===== config.mk =====
export PLATFORM = sky130hd
export DESIGN_NAME = nand_rd_top
export DESIGN_NICKNAME = d
export VERILOG_FILES = /design/src/rtl/nand_rd_pkg.sv /design/src/rtl/nand_rd_datapath.sv /design/src/rtl/nand_rd_ctrl.sv /design/src/rtl/nand_rd_top.sv
export SDC_FILE = /design/constraint.sdc
export NUM_CORES = 1
export LEC_CHECK = 0
export BUFFER_PORTS_ARGS = -buffer_cell sky130_fd_sc_hd__clkbuf_2
export CORE_ASPECT_RATIO = 0.8
export CORE_MARGIN = 1.5
export CORE_UTILIZATION = 52
export DETAILED_ROUTE_END_ITERATION = 6
export PLACE_DENSITY = 0.77
export SYNTH_ARGS = -nofsm -noshare
export SYNTH_HDL_FRONTEND = slang
export SYNTH_SLANG_ARGS = --single-unit

===== constraint.sdc =====
create_clock -name clk -period 3.1 [get_ports clk]
set_input_delay 0.31 -clock clk [delete_from_list [all_inputs] [get_ports clk]]
set_output_delay 0.31 -clock clk [all_outputs]
set_load 0.02 [all_outputs]

===== src/rtl/nand_rd_pkg.sv =====
package nand_rd_pkg;
  localparam int IO_W  = 8;
  localparam int ROW_W = 24;
  localparam int COL_W = 16;

  localparam logic [IO_W-1:0] OP_PAGE_OPEN = 8'h00;
  localparam logic [IO_W-1:0] OP_PAGE_GO   = 8'h30;
  localparam logic [IO_W-1:0] OP_RAND_OPEN = 8'h05;
  localparam logic [IO_W-1:0] OP_RAND_GO   = 8'hE0;

  // Which byte the controller places on the bus during a write cycle.
  typedef enum logic [3:0] {
    SEL_COL_LO, SEL_COL_HI, SEL_ROW_0, SEL_ROW_1, SEL_ROW_2,
    SEL_PAGE_OPEN, SEL_PAGE_GO, SEL_RAND_OPEN, SEL_RAND_GO
  } byteSel_e;

  // Strobes from the control FSM to the pin-side datapath.
  typedef struct packed {
    logic     cle;
    logic     ale;
    logic     weLow;
    logic     reLow;
    logic     ceLow;
    logic     drive;
    logic     load;
    logic     capture;
    byteSel_e byteSel;
  } busCtl_t;
endpackage


===== src/rtl/nand_rd_datapath.sv =====
module nand_rd_datapath
  import nand_rd_pkg::*;
(
  input  logic             clk,
  input  logic             rstN,
  input  busCtl_t          ctl,
  input  logic [ROW_W-1:0] reqRow,
  input  logic [COL_W-1:0] reqCol,
  input  logic [IO_W-1:0]  nandIoIn,
  output logic [IO_W-1:0]  nandIoOut,
  output logic             nandIoOe,
  output logic             nandCeN,
  output logic             nandCle,
  output logic             nandAle,
  output logic             nandWeN,
  output logic             nandReN,
  output logic [IO_W-1:0]  outData
);
  localparam int ROW_BYTES = ROW_W / IO_W;

  logic [ROW_W-1:0] rowQ;
  logic [COL_W-1:0] colQ;
  logic [IO_W-1:0]  dataQ;
  logic [IO_W-1:0]  rowByte [ROW_BYTES];
  logic [IO_W-1:0]  busByte;

  always_ff @(posedge clk) begin
    if (!rstN) begin
      rowQ  <= '0;
      colQ  <= '0;
      dataQ <= '0;
    end else begin
      if (ctl.load) begin
        rowQ <= reqRow;
        colQ <= reqCol;
      end
      if (ctl.capture) dataQ <= nandIoIn;
    end
  end

  for (genvar i = 0; i < ROW_BYTES; i++) begin : g_rowByte
    assign rowByte[i] = rowQ[i*IO_W +: IO_W];
  end

  always_comb begin
    unique case (ctl.byteSel)
      SEL_COL_LO:    busByte = colQ[IO_W-1:0];
      SEL_COL_HI:    busByte = colQ[COL_W-1:IO_W];
      SEL_ROW_0:     busByte = rowByte[0];
      SEL_ROW_1:     busByte = rowByte[1];
      SEL_ROW_2:     busByte = rowByte[2];
      SEL_PAGE_OPEN: busByte = OP_PAGE_OPEN;
      SEL_PAGE_GO:   busByte = OP_PAGE_GO;
      SEL_RAND_OPEN: busByte = OP_RAND_OPEN;
      SEL_RAND_GO:   busByte = OP_RAND_GO;
      default:       busByte = '0;
    endcase
  end

  assign nandIoOut = ctl.drive ? busByte : '0;
  assign nandIoOe  = ctl.drive;
  assign nandCeN   = ~ctl.ceLow;
  assign nandCle   = ctl.cle;
  assign nandAle   = ctl.ale;
  assign nandWeN   = ~ctl.weLow;
  assign nandReN   = ~ctl.reLow;
  assign outData   = dataQ;
endmodule


===== src/rtl/nand_rd_ctrl.sv =====
module nand_rd_ctrl
  import nand_rd_pkg::*;
#(
  parameter int PAGE_BYTES = 2112,
  parameter int WE_LO      = 2,
  parameter int WE_HI      = 2,
  parameter int RE_LO      = 2,
  parameter int RE_HI      = 2,
  parameter int BUSY_GUARD = 4,
  parameter int BUSY_LIMIT = 20000
) (
  input  logic             clk,
  input  logic             rstN,
  input  logic             reqValid,
  input  logic             reqRandom,
  input  logic [COL_W-1:0] reqCol,
  input  logic [COL_W-1:0] reqCount,
  input  logic             nandRb,
  input  logic             outReady,
  output logic             reqReady,
  output logic             outValid,
  output logic             doneValid,
  output logic             doneErr,
  output busCtl_t          ctl
);
  localparam int WR_LEN = WE_LO + WE_HI;
  localparam int PH_W   = $clog2(WR_LEN + RE_LO + RE_HI + 1);
  localparam int WT_W   = $clog2(BUSY_LIMIT + 1);

  typedef enum logic [2:0] {S_IDLE, S_WR, S_BUSY, S_RLO, S_PUSH, S_RHI, S_DONE} state_e;

  state_e           state;
  logic [PH_W-1:0]  phase;
  logic [2:0]       stepIdx;
  logic [WT_W-1:0]  waitCnt;
  logic [COL_W-1:0] remain;
  logic             isRandom, errQ, lastOk;
  logic [2:0]       lastStep;
  logic [COL_W:0]   endCol;
  logic             badReq;

  assign lastStep = isRandom ? 3'd3 : 3'd6;
  assign endCol   = {1'b0, reqCol} + {1'b0, reqCount};
  assign badReq   = (reqCount == '0) || (endCol > (COL_W+1)'(PAGE_BYTES)) ||
                    (reqRandom && !lastOk);

  always_ff @(posedge clk) begin
    if (!rstN) begin
      state <= S_IDLE; phase <= '0; stepIdx <= '0; waitCnt <= '0;
      remain <= '0; isRandom <= 1'b0; errQ <= 1'b0; lastOk <= 1'b0;
    end else begin
      unique case (state)
        S_IDLE: if (reqValid) begin
          if (badReq) begin
            errQ  <= 1'b1;
            state <= S_DONE;
          end else begin
            isRandom <= reqRandom;
            remain   <= reqCount;
            errQ     <= 1'b0;
            stepIdx  <= '0;
            phase    <= '0;
            state    <= S_WR;
          end
        end
        S_WR: if (phase == PH_W'(WR_LEN - 1)) begin
          phase <= '0;
          if (stepIdx == lastStep) begin
            waitCnt <= '0;
            state   <= isRandom ? S_RLO : S_BUSY;
          end else stepIdx <= stepIdx + 3'd1;
        end else phase <= phase + 1'b1;
        S_BUSY: begin
          waitCnt <= waitCnt + 1'b1;
          if (waitCnt >= WT_W'(BUSY_GUARD) && nandRb) begin
            phase <= '0;
            state <= S_RLO;
          end else if (waitCnt == WT_W'(BUSY_LIMIT - 1)) begin
            errQ   <= 1'b1;
            lastOk <= 1'b0;
            state  <= S_DONE;
          end
        end
        S_RLO: if (phase == PH_W'(RE_LO - 1)) begin
          phase <= '0;
          state <= S_PUSH;
        end else phase <= phase + 1'b1;
        S_PUSH: if (outReady) begin
          if (remain == COL_W'(1)) state <= S_DONE;
          else begin
            remain <= remain - 1'b1;
            phase  <= '0;
            state  <= S_RHI;
          end
        end
        S_RHI: if (phase == PH_W'(RE_HI - 1)) begin
          phase <= '0;
          state <= S_RLO;
        end else phase <= phase + 1'b1;
        S_DONE: begin
          if (!errQ && !isRandom) lastOk <= 1'b1;
          state <= S_IDLE;
        end
        default: state <= S_IDLE;
      endcase
    end
  end

  always_comb begin
    ctl = '0;
    ctl.byteSel = SEL_COL_LO;
    ctl.load    = (state == S_IDLE) && reqValid && !badReq;
    ctl.ceLow   = (state != S_IDLE) && (state != S_DONE);
    ctl.capture = (state == S_RLO) && (phase == PH_W'(RE_LO - 1));
    ctl.reLow   = (state == S_RLO);
    if (state == S_WR) begin
      if (stepIdx == 3'd0)
        ctl.byteSel = isRandom ? SEL_RAND_OPEN : SEL_PAGE_OPEN;
      else if (stepIdx == lastStep)
        ctl.byteSel = isRandom ? SEL_RAND_GO : SEL_PAGE_GO;
      else
        ctl.byteSel = byteSel_e'({1'b0, stepIdx - 3'd1});
      ctl.drive = 1'b1;
      ctl.weLow = (phase < PH_W'(WE_LO));
      ctl.cle   = (ctl.byteSel >= SEL_PAGE_OPEN);
      ctl.ale   = (ctl.byteSel <  SEL_PAGE_OPEN);
    end
  end

  assign reqReady  = (state == S_IDLE);
  assign outValid  = (state == S_PUSH);
  assign doneValid = (state == S_DONE);
  assign doneErr   = errQ;
endmodule


===== src/rtl/nand_rd_top.sv =====
module nand_rd_top
  import nand_rd_pkg::*;
#(
  parameter int PAGE_BYTES = 2112,
  parameter int WE_LO      = 2,
  parameter int WE_HI      = 2,
  parameter int RE_LO      = 2,
  parameter int RE_HI      = 2,
  parameter int BUSY_GUARD = 4,
  parameter int BUSY_LIMIT = 20000
) (
  input  logic        clk,
  input  logic        rstN,
  input  logic        reqValid,
  output logic        reqReady,
  input  logic        reqRandom,
  input  logic [23:0] reqRow,
  input  logic [15:0] reqCol,
  input  logic [15:0] reqCount,
  output logic        doneValid,
  output logic        doneErr,
  output logic        outValid,
  input  logic        outReady,
  output logic [7:0]  outData,
  output logic        nandCeN,
  output logic        nandCle,
  output logic        nandAle,
  output logic        nandWeN,
  output logic        nandReN,
  output logic [7:0]  nandIoOut,
  output logic        nandIoOe,
  input  logic [7:0]  nandIoIn,
  input  logic        nandRb
);
  busCtl_t ctl;

  nand_rd_ctrl #(
    .PAGE_BYTES(PAGE_BYTES), .WE_LO(WE_LO), .WE_HI(WE_HI), .RE_LO(RE_LO),
    .RE_HI(RE_HI), .BUSY_GUARD(BUSY_GUARD), .BUSY_LIMIT(BUSY_LIMIT)
  ) u_ctrl (
    .clk(clk), .rstN(rstN), .reqValid(reqValid), .reqRandom(reqRandom),
    .reqCol(reqCol), .reqCount(reqCount), .nandRb(nandRb), .outReady(outReady),
    .reqReady(reqReady), .outValid(outValid), .doneValid(doneValid),
    .doneErr(doneErr), .ctl(ctl)
  );

  nand_rd_datapath u_dp (
    .clk(clk), .rstN(rstN), .ctl(ctl), .reqRow(reqRow), .reqCol(reqCol),
    .nandIoIn(nandIoIn), .nandIoOut(nandIoOut), .nandIoOe(nandIoOe),
    .nandCeN(nandCeN), .nandCle(nandCle), .nandAle(nandAle),
    .nandWeN(nandWeN), .nandReN(nandReN), .outData(outData)
  );
endmodule


==> results_dict.tcl <==
set metrics [dict create \
    seqPwrFrac_pct 29.7 \
    clock_power_share_pct 25.3 \
    ios 96 \
    hold_buffers 0 \
    power_mw 4.63 \
    portBuffers 95 \
    startpoint_type "register" \
    ys_seq_elements 92 \
    dp_slack_ns -0.338 \
    core_um2 10900 \
    root_buffer "clkbuf_16" \
    viasPerCell 6.16 \
    route.vias.total 6169 \
    place_area_um2 6790 \
    powerDensity_nw_per_um2 619 \
    die_y_um 97.8 \
    grt_max_degree 64 \
    clk-insertion-delay-late_ns 0.35 \
    antenna_found_initial 0 \
    grt_pass1_wl_um 27600 \
    ant_nets 0 \
    synthCells 717 \
    ys_seq_area_share_pct 31.5 \
    worstPathMaxFanout 7 \
    nets 949 \
    final-max-slew-violation-count 0 \
    slew_headroom_pct 24.8 \
    crit_type "reg2out" \
    timing.rr.start "u_ctrl.remain[7]" \
    antenna_cells 0 \
    postRouteWirelength_um 18400 \
    power_frac_comb_pct 44.9 \
    synth_edf_count 0 \
    rows 34 \
    ys_async_sr_fraction_pct 0 \
    cts_tree "yes" \
    worstPathArrival_ns 2.84 \
    dp_cells 976 \
    p_sw_mw 1.92 \
    cpPeakStageDelay_ns 0.40 \
    maxCapViolCount 0 \
    wl_per_cell_um 18.3 \
    rsz0062_at_grt "true" \
    postLayoutCellArea_um2 7480 \
    clk_pin_slew_worst_paths_ns 0.07 \
    first_pass_iters 5 \
    period_needed_ns 3.15 \
    layout_commonest_cell "nor2_1" \
    fp.dieW_um 121 \
    clockBufferDepth 2 \
    status "complete, but fails checks" \
    failed_checks "negative setup slack" \
    syn_nets 813 \
    clkSinkCount 92 \
    crit_path_end_kind "primary output" \
    timing.final.crit_share_pct 102 \
    instances_no_fill 1002 \
    cp_slowest_cell "dfxtp_4" \
    grtUsageTotal_pct 29.1 \
    netlist_area_um2 5840 \
    drive_gt1_share_pct 26.8 \
    fp.dieArea_um2 11900 \
    worstHoldPathType "in2reg" \
    crit_chain "and3b_1 > o21a_2 > nand2b_1 > o221a_4 > nor3b_4 > and2_4 > a21oi_1 > or2_0 > a41oi_1 > buf_4" \
    start_util_pct 53.6 \
    setup_viol 2 \
    syn_avg_cell_area_um2 8.14 \
    drt_iter0_drc 597 \
    max_freq_mhz 318 \
    cts_max_level 3 \
    yosysUniqueCellTypes 80 \
    holdCritStartpoint "reqRow[23]" \
    switching_share_pct 41.4 \
    internal_power_mw 2.71 \
    crit_required_ns 2.79 \
    syn_to_final_growth_pct 28.1 \
    setup_tns_ns -0.0725 \
    yosys_warnings 0 \
    drc 0 \
    nFillCells 864 \
    hpwl_um 12600 \
    grt_pass1_vias 5690 \
    worst_pin_slew_ns 1.13 \
    synth_flop_cell "dfxtp_1" \
    final_hold_viol_count 0 \
    overflow 0 \
    leakage_nw 3.41 \
    final_cell_mix "nor2_1 (130), clkbuf_2 (92), dfxtp_1 (88), mux2i_1 (57), buf_4 (57)" \
    ir_drop_mv 0.510 \
    fin_skew_ns 0.00758 \
    crit_start "u_ctrl.stepIdx[2]" \
    routabilityCongestion 0.920 \
    layout_setup_ws_ns -0.0496 \
    cts_buffers 9 \
]
area by class of cell:
class	count	area [µm²]	share of cell area, %
Clock buffer	10	239	3.20
Clock inverter	6	81.3	1.09
Inverter	17	63.8	0.853
Multi-Input combinational cell	572	3950	52.9
Sequential cell	92	1850	24.8
Tap cell	144	180	2.41
Timing Repair Buffer	161	1110	14.8
path summary, 6_finish.rpt:
| kind | to | slack [ns] | cells after the start |
|---|---|---|---|
| max | nandIoOut[5] | -0.05 | 10 |
| max reg2reg | u_ctrl.remain[15] | 0.14 | 8 |
| min | u_dp.rowQ[23] | 0.18 | 3 |
| min reg2reg | u_ctrl.remain[14] | 0.49 | 2 |
registers in the layout, summed over array words and instances (netlist names):
register         flops
u_ctrl.stepIdx       3
u_dp.outData         8
u_dp.colQ           16
u_dp.rowQ           24
u_ctrl.state         3
u_ctrl.waitCnt      15
u_ctrl.isRandom      1
u_ctrl.remain       16
u_ctrl.lastOk        1
u_ctrl.phase         4
u_ctrl.doneErr       1
power groups by stage:
stage / logic, mW / clock network, mW / registers (mW)
floorplan: 1.42 / 0 / 1.38
global placement: 1.89 / 0 / 1.39
detailed placement: 1.95 / 0 / 1.40
CTS: 1.96 / 1.17 / 1.37
global route: 2.28 / 1.24 / 1.39
finish: 2.08 / 1.17 / 1.38
worst max-delay path: cells and delay by family, from the launching register on:
| family | cells | cell delay [ns] |
|---|---|---|
| AND/OR/NAND/NOR | 5 | 1.06 |
| flip-flops | 1 | 0.40 |
| buffers and inverters | 1 | 0.19 |
| AO/OA/AOI/OAI | 4 | 0.85 |
what timing repair did:
action,4_1_cts,5_1_grt
pin swaps,0,18
buffers inserted,0,3
resized for setup,8,49
cloned,0,7
endpoints found under the setup margin,8,73
routing by layer:
metal / vias up / part of all wire, % / global-route usage [%]
li1: 2894 / - / -
met1: 2971 / 45 / 39.3
met2: 265 / 47 / 47.4
met3: 39 / 6.3 / 5.08
met4: 0 / 2.2 / 9.05
met5: - / 0 / 0
cell families (layout without fill, tap and decap cells):
kind of cell | after synthesis | count (layout) | share of synthesized area (%)
and+or+nand+nor | 290 | 290 | 23.0
AOI/OAI and AO/OA | 172 | 172 | 22.1
DFF | 92 | 92 | 31.5
muxes | 59 | 59 | 10.2
buffers and inverters | 53 | 194 | 3.73
adders and majority gates | 26 | 26 | 5.70
xor gates and xnor gates | 25 | 25 | 3.75
through the flow:
step | util (%) | hold slack (ns)
floorplan | - | 0.454
global placement | 62.4 | 0.471
detailed placement | 62.4 | 0.478
CTS | 65.6 | 0.187
global route | 68.7 | 0.204
finish | 68.7 | 0.184
synth_stat cells, drive strengths merged (2+ instances only):
| cell type | count | area share (%) |
|---|---|---|
| nor4 | 13 | 1.4 |
| mux2 | 2 | 0.39 |
| mux2i | 57 | 9.8 |
| or2 | 4 | 0.43 |
| o221a | 9 | 1.7 |
| a222oi | 4 | 0.69 |
| a221oi | 3 | 0.56 |
| nor3 | 13 | 1.1 |
| o21bai | 4 | 0.51 |
| clkbuf | 25 | 1.6 |
| nand2b | 5 | 0.54 |
| a21boi | 2 | 0.26 |
| nor2 | 133 | 8.5 |
| a21o | 12 | 1.5 |
| a21oi | 34 | 3.0 |
| nor3b | 3 | 0.47 |
| dfxtp | 92 | 32 |
| nand4 | 11 | 1.3 |
| nand2 | 54 | 3.5 |
| o32ai | 4 | 0.99 |
| o22a | 2 | 0.30 |
| a211oi | 17 | 2.4 |
| a31oi | 17 | 1.9 |
| ha | 25 | 5.4 |
| o21ai | 28 | 2.5 |
| a22oi | 2 | 0.26 |
| a2111oi | 2 | 0.62 |
| o41ai | 2 | 0.43 |
| a311oi | 2 | 0.30 |
| or3 | 8 | 0.86 |
| a22o | 4 | 0.60 |
| inv | 16 | 1.0 |
| nor2b | 5 | 0.54 |
| a211o | 2 | 0.30 |
| and3 | 6 | 0.64 |
| and2 | 5 | 0.54 |
| o211ai | 8 | 1.0 |
| buf | 11 | 1.0 |
| xnor2 | 8 | 1.2 |
| o211a | 2 | 0.34 |
| o221ai | 2 | 0.30 |
| nand3 | 21 | 1.8 |
| xor2 | 17 | 2.5 |
| and3b | 2 | 0.30 |
| and4 | 3 | 0.45 |
Note: power is estimated with default switching activity, not from simulation.
